## src/rtl/replay_window_matcher.sv

```systemverilog
module replay_window_matcher #(
  parameter int AW = 12,
  parameter int LW = 8,
  parameter int DW = 32,
  parameter int TW = 16,
  parameter int W  = 8
) (
  input  logic          clk,
  input  logic          rst_n,
  input  logic          fill_valid,
  input  logic [LW-1:0] fill_addr,
  input  logic [DW-1:0] fill_data,
  output logic          fill_ready,
  input  logic          req_valid,
  input  logic [AW-1:0] req_addr,
  input  logic [TW-1:0] req_ts,
  output logic          req_ready,
  input  logic          out_ready,
  output logic          hit_valid,
  output logic [DW-1:0] hit_data,
  output logic [AW-LW-1:0] hit_core,
  output logic [TW-1:0] hit_ts,
  output logic          miss_valid,
  output logic [AW-1:0] miss_addr,
  output logic [TW-1:0] miss_ts
);
  localparam int CW = $clog2(W + 1);

  logic [LW-1:0] a_q [W];
  logic [LW-1:0] a_n [W];
  logic [DW-1:0] d_q [W];
  logic [DW-1:0] d_n [W];
  logic [W-1:0]  s_q, s_n, match;
  logic [CW-1:0] cnt_q, cnt_n, m;
  logic [DW-1:0] sel_data;
  logic          acc, hit, fill_acc, retire;

  assign req_ready  = out_ready;
  assign acc        = req_valid && out_ready;
  assign fill_ready = (cnt_q < CW'(W)) || s_q[0];
  assign fill_acc   = fill_valid && fill_ready;

  always_comb begin
    match = '0;
    m = '0;
    sel_data = '0;
    for (int i = 0; i < W; i++)
      match[i] = (CW'(i) < cnt_q) && (a_q[i] == req_addr[LW-1:0]);
    for (int i = W - 1; i >= 0; i--)
      if (match[i]) begin
        m = CW'(i);
        sel_data = d_q[i];
      end
    hit    = acc && (|match);
    retire = fill_acc && (cnt_q == CW'(W)) && !hit;

    // remove the matched entry, marking everything older as skipped
    for (int i = 0; i < W; i++) begin
      if (hit && CW'(i) >= m) begin
        if (i < W - 1) begin
          a_n[i] = a_q[i+1];
          d_n[i] = d_q[i+1];
          s_n[i] = s_q[i+1];
        end else begin
          a_n[i] = '0;
          d_n[i] = '0;
          s_n[i] = 1'b0;
        end
      end else begin
        a_n[i] = a_q[i];
        d_n[i] = d_q[i];
        s_n[i] = s_q[i] | hit;
      end
    end
    cnt_n = cnt_q - CW'(hit);

    // make room by dropping the oldest (skipped) entry
    if (retire) begin
      for (int i = 0; i < W - 1; i++) begin
        a_n[i] = a_n[i+1];
        d_n[i] = d_n[i+1];
        s_n[i] = s_n[i+1];
      end
      a_n[W-1] = '0;
      d_n[W-1] = '0;
      s_n[W-1] = 1'b0;
      cnt_n = cnt_n - CW'(1);
    end

    for (int i = 0; i < W; i++)
      if (fill_acc && CW'(i) == cnt_n) begin
        a_n[i] = fill_addr;
        d_n[i] = fill_data;
        s_n[i] = 1'b0;
      end
    cnt_n = cnt_n + CW'(fill_acc);
  end

  always_ff @(posedge clk) begin
    if (!rst_n) begin
      cnt_q      <= '0;
      s_q        <= '0;
      hit_valid  <= 1'b0;
      miss_valid <= 1'b0;
      hit_data   <= '0;
      hit_core   <= '0;
      hit_ts     <= '0;
      miss_addr  <= '0;
      miss_ts    <= '0;
      for (int i = 0; i < W; i++) begin
        a_q[i] <= '0;
        d_q[i] <= '0;
      end
    end else begin
      cnt_q      <= cnt_n;
      s_q        <= s_n;
      a_q        <= a_n;
      d_q        <= d_n;
      hit_valid  <= hit;
      miss_valid <= acc && !hit;
      if (acc) begin
        hit_data  <= sel_data;
        hit_core  <= req_addr[AW-1:LW];
        hit_ts    <= req_ts;
        miss_addr <= req_addr;
        miss_ts   <= req_ts;
      end
    end
  end

  p_one_result_r2: assert property (@(posedge clk) disable iff (!rst_n)
    acc |=> (hit_valid != miss_valid));
  p_no_result_r2: assert property (@(posedge clk) disable iff (!rst_n)
    !acc |=> !hit_valid && !miss_valid);
  p_refused_r3: assert property (@(posedge clk) disable iff (!rst_n)
    (req_valid && !out_ready) |=> !hit_valid && !miss_valid);
  p_miss_addr_r8: assert property (@(posedge clk) disable iff (!rst_n)
    (acc && !(|match)) |=> miss_valid && miss_addr == $past(req_addr));
  p_ts_kept_r9: assert property (@(posedge clk) disable iff (!rst_n)
    acc |=> ((hit_valid ? hit_ts : miss_ts) == $past(req_ts)));
  p_full_stall_r10: assert property (@(posedge clk) disable iff (!rst_n)
    (cnt_q == CW'(W) && !s_q[0]) |-> !fill_ready);
  p_no_overflow_r10: assert property (@(posedge clk) disable iff (!rst_n)
    cnt_q <= CW'(W));
  p_fill_grows_r12: assert property (@(posedge clk) disable iff (!rst_n)
    (fill_acc && !acc && cnt_q < CW'(W)) |=> cnt_q == $past(cnt_q) + CW'(1));
endmodule

```

## config.mk

```make
export PLATFORM = sky130hd
export DESIGN_NAME = replay_window_matcher
export DESIGN_NICKNAME = d
export VERILOG_FILES = /design/src/rtl/replay_window_matcher.sv
export SDC_FILE = /design/constraint.sdc
export NUM_CORES = 1
export LEC_CHECK = 0
export BUFFER_PORTS_ARGS = -buffer_cell sky130_fd_sc_hd__buf_2
export CAP_MARGIN = 20
export CORE_ASPECT_RATIO = 0.75
export CORE_UTILIZATION = 55
export CTS_CLUSTER_SIZE = 28
export DETAILED_ROUTE_END_ITERATION = 8
export GPL_TIMING_DRIVEN = 0
export PLACE_DENSITY = 0.71
export SLEW_MARGIN = 20
export SYNTH_ARGS = -nofsm -noshare
export SYNTH_HDL_FRONTEND = slang
export SYNTH_SLANG_ARGS = --single-unit
```

## constraint.sdc

```tcl
create_clock -name clk -period 5.4 [get_ports clk]
set_input_delay 0.27 -clock clk [delete_from_list [all_inputs] [get_ports clk]]
set_output_delay 0.27 -clock clk [all_outputs]
set_load 0.005 [all_outputs]
```

# Yosys cells after proc, flatten, opt, wreduce, memory -nomap -nowiden
# Index checks and enable logic that the tools add are counted.
dict set report word_totals {
  input_bits 73
  elab_cells 179
  memories 0
  ram_bits 0
  out_inout_bits 84
  mem_bits_ro 0
  latch_bits 0
  reg_bits 398
}
dict set report op_classes {
  shift 0
  div 0
  n_addsub 3
  n_reduce_logical 43
  bitwise_logic 9
  muxes 60
  multipliers 0
  n_eq_ne 16
  n_lt_le_gt_ge 17
}
# op n
set ops {}
lappend ops {{2-to-1 mux 32 bit} 24}
lappend ops {{2-to-1 mux 256 bit} 1}
lappend ops {{2-to-1 mux 8 bit} 16}
lappend ops {{equality test 8 bit} 8}
lappend ops {{2-to-1 mux 64 bit} 1}
lappend ops {{2-to-1 mux 4 bit} 8}
lappend ops {{logical AND 1 bit} 30}
lappend ops {{equality test 3 x 4 -> 1 bit, first input constant} 4}
lappend ops {{>= comparator 3 x 4 -> 1 bit, first input constant} 4}
lappend ops {{less-than comparator 3 x 4 -> 1 bit, first input constant} 4}
lappend ops {{OR reduction 2 bit} 7}
lappend ops {{equality test 2 x 4 -> 1 bit, first input constant} 2}
lappend ops {{>= comparator 1 x 4 -> 1 bit, first input constant} 2}
lappend ops {{>= comparator 2 x 4 -> 1 bit, first input constant} 2}
lappend ops {{less-than comparator 1 x 4 -> 1 bit, first input constant} 2}
lappend ops {{less-than comparator 2 x 4 -> 1 bit, first input constant} 2}
lappend ops {{2-to-1 mux 1 bit} 8}
lappend ops {{bitwise OR 1 bit} 8}
lappend ops {{OR reduction 8 bit} 1}
lappend ops {{2-to-1 mux 7 bit} 1}
lappend ops {{adder 4 x 1 -> 4 bit} 1}
lappend ops {{equality test 1 x 4 -> 1 bit, first input constant} 1}
lappend ops {{equality test 4 bit, second input constant} 1}
lappend ops {{logical NOT 4 bit} 1}
lappend ops {{9 further kinds} 9}

# Longest topological paths before layout
dict set report depth {
  ltp_word 15
  depth_mapped 21
  ltp_nobuf 16
}

# Least setup slack after synthesis
# OpenSTA, ideal clock, no wires.
dict set report synth_timing {
  path_kind {input -> register}
  start {input req_addr[6]}
  end {register a_q[10] (netlist name)}
  required_ns 5.267
  n_path_buf 3
  stages 17
  setup_time_ns 0.133
  arrival_time_ns 4.141
  setup_slack_ns 1.127
  cell_sequence {buf_2 > xnor2_1 > o311ai_1 > nor4_1 > nor3_4 > a41o_1 > inv_2 > buf_4 > ha_1 > nor3b_1 > xor2_1 > nand3_1 > a2111oi_2 > o221ai_1 > clkbuf_1 > o21ai_0 > a21oi_1}
}
dict set report synth_via {
  elab_cells_between_ends 41
  classes_between {add/sub (2); order compare (2); eq/ne (9); mux (13); reduce/logical (15)}
}
# item line
set synth_rtl {}
lappend synth_rtl {{from (decl)} 15} ;# input logic [AW-1:0] req_addr,
lappend synth_rtl {{equality test 8 bit} 48} ;# match[i] = (CW'(i) < cnt_q) && (a_q[i] == req_addr[LW-1:0]);
lappend synth_rtl {{logical AND 1 bit} 48}
lappend synth_rtl {{OR reduction 8 bit (*)} 54} ;# hit = acc && (|match);
lappend synth_rtl {{logical AND 1 bit (*)} 54}
lappend synth_rtl {{named net hit} 36} ;# logic acc, hit, fill_acc, retire;
lappend synth_rtl {{subtractor 4 x 1 -> 4 bit or logical NOT 1 bit (tied branches)} {75, 55}}
lappend synth_rtl {{subtractor 4 x 1 -> 4 bit or logical AND 1 bit (tied branches)} {87, 55}}
lappend synth_rtl {{2-to-1 mux 4 bit} 78} ;# if (retire) begin
lappend synth_rtl {{equality test 3 x 4 -> 1 bit} 91} ;# if (fill_acc && CW'(i) == cnt_n) begin
lappend synth_rtl {{logical AND 1 bit} 91}
lappend synth_rtl {{2-to-1 mux 8 bit (*)} 91}
lappend synth_rtl {{to (signal assigned)} 117} ;# a_q <= a_n;
lappend synth_rtl {{to (decl)} 29} ;# logic [LW-1:0] a_q [W];
# Mark *: on every way through the listed nets, which the timed path passes. The rest lies on a longest branch.
# A chain may end at the register's enable or synchronous reset.

# Worst setup path after layout
dict set report layout_timing {
  start {register cnt_q[1]}
  end {register d_q[45] (netlist name)}
}
dict set report layout_via {
  elab_cells_between_ends 46
  classes_between {add/sub (2); order compare (11); eq/ne (2); mux (13); reduce/logical (18)}
}
# item line
set layout_rtl {}
lappend layout_rtl {{from (decl)} 34} ;# logic [CW-1:0] cnt_q, cnt_n, m;
lappend layout_rtl {{from (signal assigned)} 115} ;# cnt_q <= cnt_n;
lappend layout_rtl {{less-than comparator 1 x 4 -> 1 bit (tied with other cells)} 48}
lappend layout_rtl {{logical AND 1 bit} 48}
lappend layout_rtl {{OR reduction 8 bit (*)} 54}
lappend layout_rtl {{logical AND 1 bit (*)} 54}
lappend layout_rtl {{named net hit} 36}
lappend layout_rtl {{subtractor 4 x 1 -> 4 bit or logical NOT 1 bit (tied branches)} {75, 55}}
lappend layout_rtl {{subtractor 4 x 1 -> 4 bit or logical AND 1 bit (tied branches)} {87, 55}}
lappend layout_rtl {{2-to-1 mux 4 bit} 78}
lappend layout_rtl {{equality test 3 x 4 -> 1 bit} 91}
lappend layout_rtl {{logical AND 1 bit} 91}
lappend layout_rtl {{2-to-1 mux 32 bit (*)} 91}
lappend layout_rtl {{to (signal assigned)} 118} ;# d_q <= d_n;
lappend layout_rtl {{to (decl)} 31} ;# logic [DW-1:0] d_q [W];
# Marks and branches as above.

==> results.md <==
- Gr ovfl total: 0
- Worst Hold Path EP: miss_ts[13]
- Register area share after synthesis: 39.3%
- Sink Count: 394
- CP Cell Sequence: a21oi_1, or3_1, nor4_1, buf_4, nor2_1, a41o_1, inv_2, buf_4, ha_1, ha_1, xnor2_2, and2_1, nand3_1, a2111oi_4, o221ai_2, clkbuf_1, o21ai_0, a21oi_1
- Tmin final: 5.40 ns
- Max Used Layer: met4
- Synth Net Count: 2344
- IO Count: 157
- First DRT Iteration DRCs: 2563
- Syn. warnings: 0
- Placement Rows: 60
- Max incr delay on CP: 0.54 ns
- Root Buffer: clkbuf_16
- Fraction of layout cells with a size suffix above 1: 11.9%
- Post-synthesis cell type count: 61
- Synthesized area: 20100 um2
- Final hold violations: 0
- Via Count: 19300
- Met2 wire length: 30800 um
- N_diodes: 0
- Area growth from synthesis to layout: 13.7%
- Critical Path Fanout Max: 10
- Routed Antenna Nets: 0
- Register cell area after layout: 7890 um2
- PortBufs: 107
- Max IR drop VDD: 334 uV
- Vias in the first global route: 18000
- Met3 WL: 10300 um
- Slew HR: 13.5%
- Setup TNS: 0 ns
- Synth top area share: 39.3%
- Area after DPL: 21200 um2
- Worst Setup Start Kind: flop
- Min-delay src: req_ts[13]
- Initial antenna violation count: 1
- Layout Nets: 2515
- Arrival time worst endpoint: 5.81 ns
- RSZ-0062 raised after global routing: yes
- Hold depth: 3
- Finished Cell Area: 22800 um2
- FF-to-FF path depth: 18
- Core area: 35900 um2
- Total power: 6.70 mW
- Ys async rst share: 0%
- DRT met1 WL: 30500 um
- Buffers & Inverters on Critical Path: 4
- Tightest Pin Transition: 1.30 ns
- Status: complete, no violations
- Number of enable flip-flop cells after synthesis: 0
- Slowest-stage cell, CP: a2111oi_4
- FF-to-FF setup slack: 0.0002 ns
- Crit path max-delay family: compound AO/OA/AOI/OAI gates
- Reg-to-reg endpoint: d_q[45]
- Routed WL: 73400 um
- Largest net degree at the start of global routing: 15
- Total track usage: 38.2%
- CTS Buf Count: 41
- Crit end category: flop
- First-pass GRT wire length: 110000 um
- Die Wd: 223 um
- Period utilization: 100%
- Die Ht: 167 um
- CP startpoint: cnt_q[1]
- Lkg Pwr: 9.48 nW
- Area of the multi-input gates: 10900 um2
- DIE AREA: 37300 um2
- CTS tree: done
- Drc violations: 0
- Fmax: 185 MHz
- Drt via density: 6.61
- Skew final: 0.0132 ns
- Synth Instances: 2266
- Worst setup path class: flop to flop
- Final setup viols: 0
- Primary FF master, synth: dfxtp_1
- Drt first pass iters: 7
- Pwr dens: 294 nW/um2
- Skew-Pair Late Insertion Delay: 0.55 ns
- Max-cap violation count: 0
- Required @ worst endpoint: 5.81 ns
- Reg2Reg Launch Point: cnt_q[1]
- Worst hold path type: input port to flop
- Area leader, netlist: dfxtp_1
- H-Tree Depth: 2
- Average wire per standard cell: 25.1 um
- Starting Density: 55.9%
- Hpwl dp: 52500 um
- Max-slew violations: 0
- Deepest clock path buffer count: 3
- Clock transition at the registers of the reported paths: 0.06 ns
- Synth top area cells: dfxtp_1 (39%), mux2i_1 (16%), o31ai_1 (9.0%)
- Fill cells: 3082
- RD Place Congestion: 0.976
- Synthesis-stage register bit count: 394
- Average cell area after synthesis: 8.85 um2
==> cell type report <==
| type | count | share of cell area, % |
|---|---|---|
| multi-input combinational | 1562 | 47.8 |
| sequential | 394 | 34.6 |
| buffer | 299 | 5.96 |
| clock buffer | 56 | 4.92 |
| timing repair buffer | 130 | 3.33 |
| tap | 465 | 2.55 |
| clock inverter | 11 | 0.680 |
| inverter | 9 | 0.148 |
==> through the flow <==
stage	hold slack (ns)	std cells	worst slack [ns]	util, %
6_report	0.00649	2926	0.000226	63.6
3_5_place_dp	0.456	2840	-0.495	59.2
5_1_grt	0.0368	2926	-0.156	63.6
3_3_place_gp	0.449	2838	-0.895	59.0
2_1_floorplan	0.415	2266	1.13	-
4_1_cts	0.0114	2925	-0.0523	63.3
==> what timing repair did <==
action	CTS	global route
cloned	0	0
endpoints found under the hold margin	18	0
hold buffers	18	0
endpoints found under the setup margin	264	291
pin swaps	0	2
setup buffers	0	3
resized for setup	6	18
==> worst min-delay path: stages <==
cell and delay [ns]:
buf_2 0.10, nand2_1 0.06, a21boi_0 0.07
==> per-layer routing <==
layer	global-route usage (%)	up-vias
met5	0	-
met4	11.9	0
met3	10.7	173
met2	56.3	1319
met1	53.7	9129
li1	-	8711
==> synth_stat cells (6+ instances only) <==
cell type / number
o21ai_0: 116
and2_1: 9
nand3_1: 46
inv_1: 8
mux2i_1: 312
nor4_1: 8
dfxtp_1: 394
o31ai_1: 241
o211ai_1: 62
buf_4: 26
a21boi_0: 28
xor2_1: 31
nand2_1: 142
clkbuf_1: 158
a31oi_1: 33
nor2_1: 14
buf_1: 51
xnor2_1: 41
a22oi_1: 32
a21oi_1: 325
nor3_1: 15
or2_1: 7
a22o_1: 31
buf_6: 8
and3_1: 6
nand4_1: 9
buf_2: 58
==> how the worst max path moves through the flow <==
stage                          end  cells after the start
after floorplan            a_q[10]                     17
after detailed placement  d_q[107]                     20
after global placement     d_q[34]                     16
after global routing       d_q[45]                     18
after CTS                 d_q[154]                     17
final                      d_q[45]                     18
==> power breakdown <==
part	total, mW	switching, mW	internal [mW]
Clock	2.84	1.21	1.64
Sequential	3.10	0.0827	3.02
Combinational	0.763	0.515	0.248
Total	6.70	1.80	4.90
==> layout by cell type, fill, tap and decap left out, types with 6 or more instances in the layout <==
master / netlist / layout
nor3_1: 15 / 12
xnor2_1: 41 / 40
nand3_1: 46 / 46
inv_1: 8 / 8
nand4_1: 9 / 9
buf_1: 51 / 51
o211ai_1: 62 / 62
clkinv_2: 0 / 7
nor2_1: 14 / 13
a21boi_0: 28 / 28
nand2_1: 142 / 142
a22o_1: 31 / 31
dfxtp_1: 394 / 394
mux2i_1: 312 / 312
xor2_1: 31 / 30
buf_4: 26 / 29
a21oi_1: 325 / 323
a22oi_1: 32 / 32
buf_2: 58 / 165
and2_1: 9 / 9
o31ai_1: 241 / 241
clkbuf_1: 158 / 162
a31oi_1: 33 / 31
or2_1: 7 / 7
clkbuf_16: 0 / 41
buf_6: 8 / 10
and3_1: 6 / 6
o21ai_0: 116 / 116
dlygate4sd3_1: 0 / 18
nor4_1: 8 / 6
==> flip-flops by register name, summed over array words and instances, names as in the netlist, 4 cells and up <==
signal	count
a_q	64
miss_ts	16
hit_data	32
cnt_q	4
miss_addr	8
hit_core	4
d_q	256
s_q	8
==> cell families after synthesis <==
kind of cell / after synthesis / share of synthesized area [%]
compound gates: 899 / 28.3
flops: 394 / 39.3
mux: 312 / 15.6
buf+inv: 310 / 6.95
simple gates: 274 / 6.39
xor+xnor: 72 / 3.14
fa+ha+maj: 5 / 0.312
Power figures use the tool's default switching activity.
